===== config.mk =====
export PLATFORM = sky130hd
export DESIGN_NAME = snoop_slave
export DESIGN_NICKNAME = d
export VERILOG_FILES = /design/src/rtl/snoop_pkg.sv /design/src/rtl/snoop_match.sv /design/src/rtl/snoop_seq.sv /design/src/rtl/snoop_lines.sv /design/src/rtl/snoop_slave.sv
export SDC_FILE = /design/constraint.sdc
export NUM_CORES = 1
export LEC_CHECK = 0
export CORE_UTILIZATION = 30
export CTS_BUF_LIST = sky130_fd_sc_hd__clkbuf_16
export CTS_CLUSTER_DIAMETER = 40
export DETAILED_ROUTE_END_ITERATION = 10
export GPL_TIMING_DRIVEN = 0
export PLACE_DENSITY = 0.58
export SLEW_MARGIN = 20
export SYNTH_ARGS = -nofsm -noshare
export SYNTH_HDL_FRONTEND = slang
export SYNTH_SLANG_ARGS = --single-unit

===== constraint.sdc =====
create_clock -name clk -period 6.8 [get_ports clk]
set_clock_uncertainty 0.2 [all_clocks]
set_input_delay 0.68 -clock clk [delete_from_list [all_inputs] [get_ports clk]]
set_output_delay 0.68 -clock clk [all_outputs]
set_load 0.01 [all_outputs]

===== src/rtl/snoop_pkg.sv =====
package snoop_pkg;

    typedef enum logic [3:0] {
        OP_NONE            = 4'd0,
        OP_FETCH           = 4'd1,
        OP_STORE           = 4'd2,
        OP_SFETCH          = 4'd3,
        OP_SET_MAP_DIRTY   = 4'd4,
        OP_INV_VP          = 4'd5,
        OP_INV_RP          = 4'd6,
        OP_WRITE_MAP       = 4'd7,
        OP_READ_MAP        = 4'd8,
        OP_WRITE_MAP_FLAGS = 4'd9
    } bus_op_e;

    // Bit 0 virtual-valid ... bit 4 page-dirty
    typedef struct packed {
        logic pg_dirty;
        logic shared;
        logic ln_dirty;
        logic rvalid;
        logic vvalid;
    } line_flags_t;

    localparam logic [2:0] EXT_PHASES = 3'd5;

    // Number of bus phases this slave takes part in
    function automatic logic [2:0] phase_count(bus_op_e op, logic hit);
        case (op)
            OP_FETCH, OP_STORE:              return 3'd3;
            OP_SFETCH:                       return hit ? 3'd5 : 3'd3;
            OP_WRITE_MAP, OP_READ_MAP:       return 3'd2;
            OP_WRITE_MAP_FLAGS:              return 3'd3;
            default:                         return 3'd1;
        endcase
    endfunction

    function automatic logic drives_line(bus_op_e op);
        return (op == OP_FETCH) || (op == OP_SFETCH);
    endfunction

    function automatic logic marks_page(bus_op_e op);
        return (op == OP_STORE) || (op == OP_SFETCH);
    endfunction

endpackage


===== src/rtl/snoop_match.sv =====
module snoop_match
    import snoop_pkg::*;
#(
    parameter int unsigned LINES  = 4,
    parameter int unsigned PAGE_W = 16,
    parameter int unsigned OFF_W  = 8,
    localparam int unsigned IDX_W = $clog2(LINES),
    localparam int unsigned ARG_W = PAGE_W + OFF_W
) (
    input  logic [ARG_W-1:0]  arg_i,
    input  logic [PAGE_W-1:0] page_i [LINES],
    input  logic [OFF_W-1:0]  off_i  [LINES],
    input  logic [LINES-1:0]  rvalid_i,
    output logic [LINES-1:0]  page_hit_o,
    output logic              hit_o,
    output logic [IDX_W-1:0]  idx_o
);
    logic [LINES-1:0] line_hit;

    for (genvar g = 0; g < LINES; g++) begin : g_cmp
        assign page_hit_o[g] = (page_i[g] == arg_i[ARG_W-1:OFF_W]);
        assign line_hit[g]   = page_hit_o[g] && rvalid_i[g] &&
                               (off_i[g] == arg_i[OFF_W-1:0]);
    end

    // Lowest index wins
    always_comb begin
        hit_o = |line_hit;
        idx_o = '0;
        for (int i = LINES - 1; i >= 0; i--) begin
            if (line_hit[i]) idx_o = IDX_W'(i);
        end
    end
endmodule


===== src/rtl/snoop_seq.sv =====
module snoop_seq
    import snoop_pkg::*;
#(
    parameter int unsigned IDX_W = 2
) (
    input  logic             clk,
    input  logic             rst,
    input  logic             new_phase_i,
    input  bus_op_e          op_i,
    input  logic             exc_i,
    input  logic             shared_i,
    input  logic             hit_i,
    input  logic [IDX_W-1:0] idx_i,
    output logic             start_o,
    output logic [IDX_W-1:0] idx_o,
    output logic             wr0_o,
    output logic             wr1_o,
    output logic             set_sh_o,
    output logic             done_o,
    output logic             shared_o,
    output logic             data_oe_o,
    output logic             data_sel_o
);
    bus_op_e    op_q;
    logic       hit_q;
    logic [2:0] phase_q;
    logic [2:0] last_q;
    logic [2:0] nxt;
    logic       adv;
    logic       map_op;

    assign start_o  = new_phase_i && ((phase_q == 3'd0) || (phase_q == last_q));
    assign adv      = new_phase_i && !start_o;
    assign nxt      = 3'(phase_q + 3'd1);
    assign map_op   = (op_q == OP_WRITE_MAP) || (op_q == OP_READ_MAP);
    assign idx_o    = idx_q;

    logic [IDX_W-1:0] idx_q;

    assign wr0_o    = adv && hit_q &&
                      (((op_q == OP_STORE)  && (phase_q == 3'd1)) ||
                       ((op_q == OP_SFETCH) && (phase_q == 3'd3)));
    assign wr1_o    = adv && hit_q &&
                      (((op_q == OP_STORE)  && (phase_q == 3'd2)) ||
                       ((op_q == OP_SFETCH) && (phase_q == 3'd4)));
    assign set_sh_o = adv && hit_q && (op_q == OP_FETCH) && (phase_q == 3'd2);

    always_ff @(posedge clk) begin
        if (rst) begin
            op_q       <= OP_NONE;
            hit_q      <= 1'b0;
            idx_q      <= '0;
            phase_q    <= 3'd0;
            last_q     <= 3'd0;
            done_o     <= 1'b1;
            shared_o   <= 1'b0;
            data_oe_o  <= 1'b0;
            data_sel_o <= 1'b0;
        end else begin
            done_o <= !new_phase_i;
            if (start_o) begin
                op_q       <= op_i;
                hit_q      <= hit_i;
                idx_q      <= idx_i;
                phase_q    <= 3'd1;
                last_q     <= phase_count(op_i, hit_i);
                shared_o   <= hit_i && drives_line(op_i);
                data_oe_o  <= 1'b0;
                data_sel_o <= 1'b0;
            end else if (adv) begin
                phase_q    <= nxt;
                data_oe_o  <= hit_q && drives_line(op_q) &&
                              ((nxt == 3'd2) || (nxt == 3'd3));
                data_sel_o <= (nxt == 3'd3);
                if ((op_q == OP_SFETCH) && !hit_q && (nxt == 3'd2) && shared_i)
                    last_q <= EXT_PHASES;
            end else if ((phase_q == 3'd1) && map_op && exc_i) begin
                last_q <= 3'd1;
            end
        end
    end
endmodule


===== src/rtl/snoop_lines.sv =====
module snoop_lines
    import snoop_pkg::*;
#(
    parameter int unsigned LINES  = 4,
    parameter int unsigned PAGE_W = 16,
    parameter int unsigned OFF_W  = 8,
    parameter int unsigned WORD_W = 32,
    localparam int unsigned IDX_W = $clog2(LINES),
    localparam int unsigned ARG_W = PAGE_W + OFF_W
) (
    input  logic              clk,
    input  logic              rst,
    input  logic              start_i,
    input  bus_op_e           op_i,
    input  logic [LINES-1:0]  page_hit_i,
    input  logic              hit_i,
    input  logic [IDX_W-1:0]  hit_idx_i,
    input  logic [IDX_W-1:0]  upd_idx_i,
    input  logic              wr0_i,
    input  logic              wr1_i,
    input  logic              set_sh_i,
    input  logic [WORD_W-1:0] wdata_i,
    input  logic              fill_en_i,
    input  logic [IDX_W-1:0]  fill_idx_i,
    input  logic [ARG_W-1:0]  fill_arg_i,
    input  line_flags_t       fill_flags_i,
    input  logic [WORD_W-1:0] fill_w0_i,
    input  logic [WORD_W-1:0] fill_w1_i,
    output logic [PAGE_W-1:0] page_o [LINES],
    output logic [OFF_W-1:0]  off_o  [LINES],
    output logic [LINES-1:0]  rvalid_o,
    output logic [WORD_W-1:0] rd_w0_o,
    output logic [WORD_W-1:0] rd_w1_o,
    input  logic [IDX_W-1:0]  peek_idx_i,
    output logic [ARG_W-1:0]  peek_arg_o,
    output line_flags_t       peek_flags_o,
    output logic [WORD_W-1:0] peek_w0_o,
    output logic [WORD_W-1:0] peek_w1_o
);
    line_flags_t       flags [LINES];
    logic [WORD_W-1:0] w0    [LINES];
    logic [WORD_W-1:0] w1    [LINES];

    for (genvar g = 0; g < LINES; g++) begin : g_rv
        assign rvalid_o[g] = flags[g].rvalid;
    end

    assign rd_w0_o      = w0[upd_idx_i];
    assign rd_w1_o      = w1[upd_idx_i];
    assign peek_arg_o   = {page_o[peek_idx_i], off_o[peek_idx_i]};
    assign peek_flags_o = flags[peek_idx_i];
    assign peek_w0_o    = w0[peek_idx_i];
    assign peek_w1_o    = w1[peek_idx_i];

    always_ff @(posedge clk) begin
        for (int i = 0; i < LINES; i++) begin
            if (rst) begin
                page_o[i] <= '0;
                off_o[i]  <= '0;
                flags[i]  <= '0;
                w0[i]     <= '0;
                w1[i]     <= '0;
            end else begin
                if (start_i) begin
                    if (marks_page(op_i) && page_hit_i[i])
                        flags[i].pg_dirty <= 1'b1;
                    if (hit_i && (hit_idx_i == IDX_W'(i))) begin
                        if (op_i == OP_STORE)  flags[i].ln_dirty <= 1'b0;
                        if (op_i == OP_SFETCH) flags[i].ln_dirty <= 1'b1;
                    end
                    if ((op_i == OP_INV_VP) && page_hit_i[i]) flags[i].vvalid <= 1'b0;
                    if ((op_i == OP_INV_RP) && page_hit_i[i]) flags[i].rvalid <= 1'b0;
                end
                if (upd_idx_i == IDX_W'(i)) begin
                    if (set_sh_i) flags[i].shared <= 1'b1;
                    if (wr0_i)    w0[i] <= wdata_i;
                    if (wr1_i)    w1[i] <= wdata_i;
                end
                if (fill_en_i && (fill_idx_i == IDX_W'(i))) begin
                    page_o[i] <= fill_arg_i[ARG_W-1:OFF_W];
                    off_o[i]  <= fill_arg_i[OFF_W-1:0];
                    flags[i]  <= fill_flags_i;
                    w0[i]     <= fill_w0_i;
                    w1[i]     <= fill_w1_i;
                end
            end
        end
    end
endmodule


===== src/rtl/snoop_slave.sv =====
module snoop_slave
    import snoop_pkg::*;
#(
    parameter int unsigned LINES  = 4,
    parameter int unsigned PAGE_W = 16,
    parameter int unsigned OFF_W  = 8,
    parameter int unsigned WORD_W = 32,
    localparam int unsigned IDX_W = $clog2(LINES),
    localparam int unsigned ARG_W = PAGE_W + OFF_W
) (
    input  logic              clk,
    input  logic              rst,
    input  logic              new_phase_i,
    input  logic [3:0]        bus_op_i,
    input  logic [ARG_W-1:0]  bus_arg_i,
    input  logic [WORD_W-1:0] bus_wdata_i,
    input  logic              shared_i,
    input  logic              exc_i,
    output logic              done_o,
    output logic              shared_o,
    output logic              data_oe_o,
    output logic [WORD_W-1:0] data_o,
    input  logic              fill_en_i,
    input  logic [IDX_W-1:0]  fill_idx_i,
    input  logic [ARG_W-1:0]  fill_arg_i,
    input  logic [4:0]        fill_flags_i,
    input  logic [WORD_W-1:0] fill_w0_i,
    input  logic [WORD_W-1:0] fill_w1_i,
    input  logic [IDX_W-1:0]  peek_idx_i,
    output logic [ARG_W-1:0]  peek_arg_o,
    output logic [4:0]        peek_flags_o,
    output logic [WORD_W-1:0] peek_w0_o,
    output logic [WORD_W-1:0] peek_w1_o
);
    bus_op_e           op_in;
    logic [PAGE_W-1:0] line_page [LINES];
    logic [OFF_W-1:0]  line_off  [LINES];
    logic [LINES-1:0]  line_rv;
    logic [LINES-1:0]  page_hit;
    logic              hit;
    logic [IDX_W-1:0]  hit_idx;
    logic              start;
    logic [IDX_W-1:0]  cur_idx;
    logic              wr0_w, wr1_w, set_sh_w;
    logic              data_sel;
    logic [WORD_W-1:0] rd_w0, rd_w1;
    line_flags_t       peek_fl;

    assign op_in = bus_op_e'(bus_op_i);

    snoop_match #(.LINES(LINES), .PAGE_W(PAGE_W), .OFF_W(OFF_W)) u_match (
        .arg_i      (bus_arg_i),
        .page_i     (line_page),
        .off_i      (line_off),
        .rvalid_i   (line_rv),
        .page_hit_o (page_hit),
        .hit_o      (hit),
        .idx_o      (hit_idx)
    );

    snoop_seq #(.IDX_W(IDX_W)) u_seq (
        .clk        (clk),
        .rst        (rst),
        .new_phase_i(new_phase_i),
        .op_i       (op_in),
        .exc_i      (exc_i),
        .shared_i   (shared_i),
        .hit_i      (hit),
        .idx_i      (hit_idx),
        .start_o    (start),
        .idx_o      (cur_idx),
        .wr0_o      (wr0_w),
        .wr1_o      (wr1_w),
        .set_sh_o   (set_sh_w),
        .done_o     (done_o),
        .shared_o   (shared_o),
        .data_oe_o  (data_oe_o),
        .data_sel_o (data_sel)
    );

    snoop_lines #(.LINES(LINES), .PAGE_W(PAGE_W), .OFF_W(OFF_W), .WORD_W(WORD_W)) u_lines (
        .clk         (clk),
        .rst         (rst),
        .start_i     (start),
        .op_i        (op_in),
        .page_hit_i  (page_hit),
        .hit_i       (hit),
        .hit_idx_i   (hit_idx),
        .upd_idx_i   (cur_idx),
        .wr0_i       (wr0_w),
        .wr1_i       (wr1_w),
        .set_sh_i    (set_sh_w),
        .wdata_i     (bus_wdata_i),
        .fill_en_i   (fill_en_i),
        .fill_idx_i  (fill_idx_i),
        .fill_arg_i  (fill_arg_i),
        .fill_flags_i(line_flags_t'(fill_flags_i)),
        .fill_w0_i   (fill_w0_i),
        .fill_w1_i   (fill_w1_i),
        .page_o      (line_page),
        .off_o       (line_off),
        .rvalid_o    (line_rv),
        .rd_w0_o     (rd_w0),
        .rd_w1_o     (rd_w1),
        .peek_idx_i  (peek_idx_i),
        .peek_arg_o  (peek_arg_o),
        .peek_flags_o(peek_fl),
        .peek_w0_o   (peek_w0_o),
        .peek_w1_o   (peek_w1_o)
    );

    assign peek_flags_o = peek_fl;
    assign data_o       = data_oe_o ? (data_sel ? rd_w1 : rd_w0) : '0;
endmodule


==> results of run 1 <==
==> metal layers <==
metal / GRT usage, % / vias up / part of all wire (%) / routed length (microns)
met2: 36.14 / 880 / 48 / 37730
met5: 0 / - / 0.24 / 190
met4: 7.829 / 28 / 3.2 / 2484
met3: 5.259 / 163 / 9.5 / 7518
met1: 27.75 / 8314 / 39 / 30880
li1: - / 6979 / - / -
==> sequential cells by signal, summed over array words and instances, names as in the netlist, 2 cells and up, named ones only <==
signal,cells
u_lines.flags,20
u_seq.op_q,4
u_lines.w1,128
u_lines.page_o,64
u_lines.off_o,32
u_seq.idx_o,2
u_seq.last_q,3
u_seq.phase_q,3
u_lines.w0,128
==> logic make-up (layout without fill, tap and decap cells) <==
kind of cell,after synthesis,count (layout),synth area share [%]
compound gates,427,427,16.14
flops,391,391,50.70
simple gates,285,285,6.889
xor+xnor,99,99,4.151
fa+ha+maj,6,6,0.3594
mux,189,189,18.46
buf+inv,183,556,3.289
other cells,0,2,0
==> layout make-up <==
cell class / count / area [sq um] / share of cell area [%]
repair buffers: 262 / 2838 / 10.49
multi-input cells: 1006 / 9734 / 35.98
diodes: 2 / 5.005 / 0.01850
clock buffers: 60 / 1501 / 5.550
clock inverters: 51 / 525.5 / 1.942
plain buffers: 176 / 669.4 / 2.474
well taps: 931 / 1165 / 4.306
inverters: 7 / 26.28 / 0.09712
flip-flops and latches: 391 / 10590 / 39.14
==> cells in the final DEF, fill, tap and decap left out, types with 25 or more instances in the layout <==
master,Yosys,layout
xor2_1,67,67
a22o_1,307,307
a21oi_1,64,64
clkbuf_16,0,60
xnor2_1,32,32
clkdlybuf4s50_1,0,246
mux2i_1,32,32
mux4_2,157,157
nor2b_1,33,33
nor2_1,25,25
dfxtp_1,115,115
buf_1,67,60
nand2_1,128,128
edfxtp_1,276,276
clkbuf_1,109,109
==> cells in the mapped netlist (4+ instances only) <==
cell type,instances
inv_1,7
a21oi_1,64
and3_1,6
or4_1,4
mux2i_1,32
a22o_1,307
xnor2_1,32
mux4_2,157
buf_1,67
nor2b_1,33
xor2_1,67
o21ai_0,30
nand2_1,128
clkbuf_1,109
and2_1,5
or3_1,4
edfxtp_1,276
nand2b_1,6
nand3_1,10
nor3_1,11
ha_1,6
nor2_1,25
nor4_1,24
o31ai_1,5
dfxtp_1,115
nand4_1,10
==> path summary, 6_finish.rpt <==
| path | from | to | slack, ns | cells past startpoint |
|---|---|---|---|---|
| worst max-delay path | register | data_o[2] | 2.07 | 6 |
| worst min-delay path | u_lines.page_o[5] | u_lines.page_o[5] | 0.28 | 2 |
| worst max register to register | u_seq.phase_q[0] | u_lines.w0[3][26] | 2.95 | 8 |
| worst min register to register | u_lines.page_o[5] | u_lines.page_o[5] | 0.28 | 2 |
==> worst min-delay path: cells and delay by family (launching register included) <==
family	cells	cell delay (ns)
compound gates	1	0.05
flops	1	0.33
simple gates	1	0.06
==> through the flow <==
stage / area (sq um) / std cells
2_1_floorplan: 20890 / 1580
3_3_place_gp: 24510 / 2757
3_5_place_dp: 25000 / 2771
4_1_cts: 27020 / 2882
5_1_grt: 27050 / 2886
6_report: 27050 / 2886
==> power by group through the flow <==
| stage | clock (W) | sequential (W) | combinational [W] |
|---|---|---|---|
| 6_report | 0.00311 | 0.00278 | 0.000882 |
| 5_1_grt | 0.00323 | 0.00280 | 0.000926 |
| 4_1_cts | 0.00312 | 0.00278 | 0.000879 |
| 3_5_place_dp | 0 | 0.00283 | 0.000876 |
| 3_3_place_gp | 0 | 0.00283 | 0.000832 |
| 2_1_floorplan | 0 | 0.00281 | 0.000430 |
==> reports/metrics.csv, run 1 <==
stage;metric;value;unit
status;status;finished clean;
grt;vias in the first global route;16610;
floorplan;Die Span Y;265.9;microns
setup_path;Crit Path Class;register to output pin;
synth;yosys warns;0;
synth;Syn Std Cell Area;20890;sq um
clock_network;root buffer cell;clkbuf_16;
drt;DR vias/cell;5.670;
floorplan;die footprint;70680;sq um
placement;gpl congestion;0.8586;
grt;Total GRT Usage;21.85;%
drt;post-route ant nets;0;
setup_path;crit start category;register;
clock_network;CTS H-Tree Depth;2;
drt;1st-pass router iterations;6;
floorplan;# rows;96;
timing;WHS;0.2835;ns
drt;drt drc;0;
synth;top cell type's share of synthesized area;39.68;%
setup_path;crit-path cells;clkbuf_1 -> buf_1 -> mux4_2 -> mux2i_1 -> nor2b_1 -> clkdlybuf4s50_1;
setup_path;CP delay by family, top;buffers and inverters;
timing;Final WS setup;2.071;ns
pwr;Net Switching;0.001758;W
setup_path;Slowest Stage Delay on Critical Path;0.78;ns
clock_network;maximum clock insertion buffer count;3;
floorplan;Die W;265.9;microns
setup_path;Buf/Inv on CP;3;
synth;Synth async-reset ratio;0;%
placement;Place WS;2.257;ns
floorplan;Initial Utilization;30.40;%
layout;share of cells above drive strength 1;15.26;%
timing;max frequency;211.5;MHz
setup_path;Crit Path Max Fanout;10;
clock_network;Num CTS Buffers;59;
floorplan;I/O pins;291;
timing;period utilization;69.54;%
grt;first-pass GRT wire length;112100;microns
synth;Mapped Cells;1580;
synth;syn_nets;1749;
grt;pin count of the biggest net entering global routing;19;
pwr;clock share of power;45.9;%
layout;area grow syn2layout;29.53;%
clock_network;clk slew on worst S/H paths;0.06;ns
drt;initial DRC count;1795;
pwr;leakage;9.036;nW
synth;syn_area_per_cell;13.22;sq um
pwr;Pint;0.005010;W
placement;HPWL Detailed;57010;microns
pwr;pwr/cell area;250.2;nW/um^2
clock_network;# hold bufs at CTS;0;
clock_network;CTS sink count;391;
timing;final setup vio count;0;
timing;unrepaired setup endpoints after global routing;no;
timing;Rel. slew slack;16.01;%
timing;final hold vios;0;
synth;Distinct cells, synth;55;
synth;number of synthesized flops with an enable pin;276;
drt;vias;16360;
synth;Seq cells post-synth;391;
timing;actual slew at the worst max-slew pin;1.248;ns
grt;initial antenna violation count;18;
drt;WL per Instance;27.31;microns
setup_path;Slowest-stage cell, CP;buf_1;
grt;Overflow after GRT;0;
synth;Main synth FF type;edfxtp_1;
clock_network;post-CTS setup buffer count;0;
pwr;Total Power;0.006768;W
timing;Final Critical Period;4.729;ns
flow_run;Max-cap violations;0;
clock_network;CTS tree;built;
layout;post-layout util;39.38;%
clock_network;Post-CTS Resized;0;
floorplan;area of the core region;68710;sq um
pwr;share of total power in sequential cells;41.1;%
pwr;Comb power frac;13.0;%
setup_path;required time worst endpoint;5.92;ns
timing;max-slew violation count;0;
pwr;Max IR drop VDD;0.0002011;V
setup_path;CP arrival;3.85;ns
clock_network;Skew-Pair Late Insertion Delay;0.65;ns
placement;IO buf count;246;
setup_path;Worst setup EP type;output pin;
synth;Area contributors post-synth;edfxtp_1, mux4_2, a22o_1;
synth;sequential area share after synthesis;50.70;%
worst_hold_path;Worst Hold Class;register to register;
synth;area leader, netlist;edfxtp_1;
timing;setup tns final;0;ns
layout;# fillers;6560;
drt;Routed WL;78810;microns
layout;Nets;2072;
pwr;sw frac;25.98;%
(Power assumes the default switching activity.)
==> run 2, diff against run 1 <==
- clock period: 6.8 -> 4.6 ns (I/O delays scaled with it)
==> run 2 against run 1 <==
- sequential share of layout area hardly changed
- utilization hardly changed
- critical path depth stayed put
- flip-flop and latch count stayed put
- via count hardly changed
- sequential power is 48% higher
- first-iteration DRC count is 1.4% lower
- register-to-register slack worse by 2.2 ns
- combinational power is 47% higher
- critical endpoint is now data_o[29]
- highest routed layer unchanged
==> reports/metrics.csv, run 2 (same netlist as run 1, synthesis figures left out) <==
stage;metric;value;unit;change
setup_path;Reg2Reg Setup Slack;0.73;ns;-2.22 ns
floorplan;# rows;96;;unchanged
setup_path;Worst setup EP type;output pin;;
pwr;Max IR drop VDD;0.0002960;V;+47%
clock_network;CTS H-Tree Depth;2;;unchanged
setup_path;RR Endpoint;u_lines.w0[3][26];;
clock_network;root buffer cell;clkbuf_16;;
drt;initial DRC count;1770;;-1.4%
grt;vias in the first global route;16610;;-0.030%
floorplan;I/O pins;291;;unchanged
timing;setup tns final;0;ns;unchanged
setup_path;crit start category;register;;
drt;post-route ant nets;0;;unchanged
layout;area grow syn2layout;29.57;%;about the same
layout;# fillers;6557;;-0.046%
placement;placed cell area;25000;sq um;unchanged
floorplan;area of the core region;68710;sq um;unchanged
floorplan;Initial Utilization;30.40;%;unchanged
setup_path;Crit Path Class;register to output pin;;
timing;actual slew at the worst max-slew pin;1.224;ns;-0.02439 ns
floorplan;die footprint;70680;sq um;unchanged
layout;design area;27060;sq um;about the same
clock_network;clk slew on worst S/H paths;0.06;ns;about the same
clock_network;# hold bufs at CTS;0;;unchanged
timing;final setup vio count;0;;unchanged
setup_path;reg2reg path depth;8;;unchanged
worst_hold_path;Worst Hold Class;primary input to register;;
layout;share of cells above drive strength 1;15.47;%;+0.21 points
flow_run;Max-cap violations;0;;unchanged
floorplan;Die W;265.9;microns;unchanged
layout;leading cell type in the layout, fill and taps excluded;a22o_1;;
drt;drt drc;0;;unchanged
timing;max frequency;230.9;MHz;
pwr;pwr/cell area;369.6;nW/um^2;+48%
setup_path;Crit Path Max Fanout;10;;unchanged
placement;HPWL Detailed;57010;microns;unchanged
clock_network;CTS sink count;391;;unchanged
placement;IO buf count;246;;unchanged
floorplan;Die Span Y;265.9;microns;unchanged
setup_path;RR Startpoint;u_seq.phase_q[0];;
clock_network;Num CTS Buffers;59;;unchanged
timing;Rel. slew slack;17.65;%;+1.6 points
drt;WL per Instance;27.34;microns;+0.11%
grt;pin count of the biggest net entering global routing;19;;unchanged
drt;1st-pass router iterations;5;;-1
status;status;finished clean;;
layout;Nets;2071;;-0.048%
timing;period utilization;94.14;%;
timing;max-slew violation count;0;;unchanged
clock_network;Skew-Pair Late Insertion Delay;0.64;ns;about the same
setup_path;required time worst endpoint;3.94;ns;-1.98 ns
pwr;leakage;9.045;nW;+0.10%
clock_network;CTS tree;built;;
grt;Overflow after GRT;0;;unchanged
timing;Final Critical Period;4.330;ns;
drt;DR vias/cell;5.675;;about the same
clock_network;post-CTS setup buffer count;0;;unchanged
drt;Routed WL;78870;microns;about the same
layout;Regs by FF count;u_lines.w0 x128, u_lines.w1 x128, u_lines.page_o x64;;
grt;first-pass GRT wire length;112100;microns;about the same
placement;gpl congestion;0.8586;;unchanged
setup_path;crit path capture;data_o[29];;
timing;final hold vios;0;;unchanged
clock_network;maximum clock insertion buffer count;3;;unchanged
grt;initial antenna violation count;18;;unchanged
layout;most frequent cells in the layout;a22o_1, edfxtp_1, clkdlybuf4s50_1;;
drt;vias;16370;;+0.043%
grt;Total GRT Usage;21.85;%;about the same
setup_path;CP arrival;3.67;ns;-0.18 ns
timing;unrepaired setup endpoints after global routing;no;;
[run 2: changes by cell type in the layout (fill, tap and decap cells not counted), sizes merged]
cell	previous run	this run
buf	80	74
clkbuf	172	175
clkdlybuf4s15	0	2
[run 2: power by group]
part	switching, W	internal [W]	total (W)	leakage [nW]
Clock	0.00179	0.00280	0.00459	0.998
Combinational	0.000688	0.000614	0.00130	4.42
Sequential	0.000115	0.00400	0.00411	3.63
Total	0.00260	0.00741	0.0100	9.05
[run 2: what timing repair did]
item	in CTS	in global routing
gates cloned	0	0
endpoints found under the setup margin	8	21
gates resized for setup	4	8
pin swaps	0	0
hold endpoints to repair	0	0
[run 2: metal layers]
metal,wire length (microns),vias to the layer above,GRT usage [%]
met1,30930,8329,27.76
li1,-,6982,-
met2,37760,866,36.12
met3,7390,166,5.259
met5,190,-,0
met4,2595,28,7.891
[run 2: how the worst min path moves through the flow]
stage,from,to,depth (start not counted)
floorplan,u_seq.hit_q,u_seq.hit_q,2
global placement,u_lines.page_o[59],u_lines.page_o[59],2
detailed placement,u_lines.page_o[5],u_lines.page_o[5],2
CTS,bus_op_i[2],u_seq.op_q[2],3
global route,bus_op_i[1],u_seq.op_q[1],3
finish,bus_op_i[2],u_seq.op_q[2],3
[run 2: metrics by stage]
stage / setup slack [ns] / cells / hold slack, ns / utilization [%] / power, W
5_1_grt: 0.1552 / 2885 / 0.08261 / 39.39 / 0.01027
3_3_place_gp: -2.694 / 2757 / 0.2678 / 35.68 / 0.005413
3_5_place_dp: 0.4973 / 2771 / 0.2740 / 36.38 / 0.005474
2_1_floorplan: 0.3753 / 1580 / 0.2404 / - / 0.004785
6_report: 0.2696 / 2885 / 0.06628 / 39.39 / 0.01000
4_1_cts: 0.00004219 / 2882 / 0.04262 / 39.35 / 0.01003
[run 2: layout make-up]
class	count	area, sq um	area share, %
inverter	7	26.28	0.09709
clock inverter	51	525.5	1.942
antenna	2	5.005	0.01849
multi-input combinational	1006	9734	35.97
timing repair buffer	261	2826	10.44
tap	931	1165	4.304
sequential	391	10590	39.13
clock buffer	60	1501	5.548
buffer	176	688.2	2.543
[run 2: critical path: stages (launching register included)]
cell and delay, ns:
dfxtp_1 0.31, clkbuf_1 0.65, clkbuf_1 0.70, mux4_2 0.34
mux2i_1 0.06, nor2b_1 0.38, clkdlybuf4s50_1 0.63
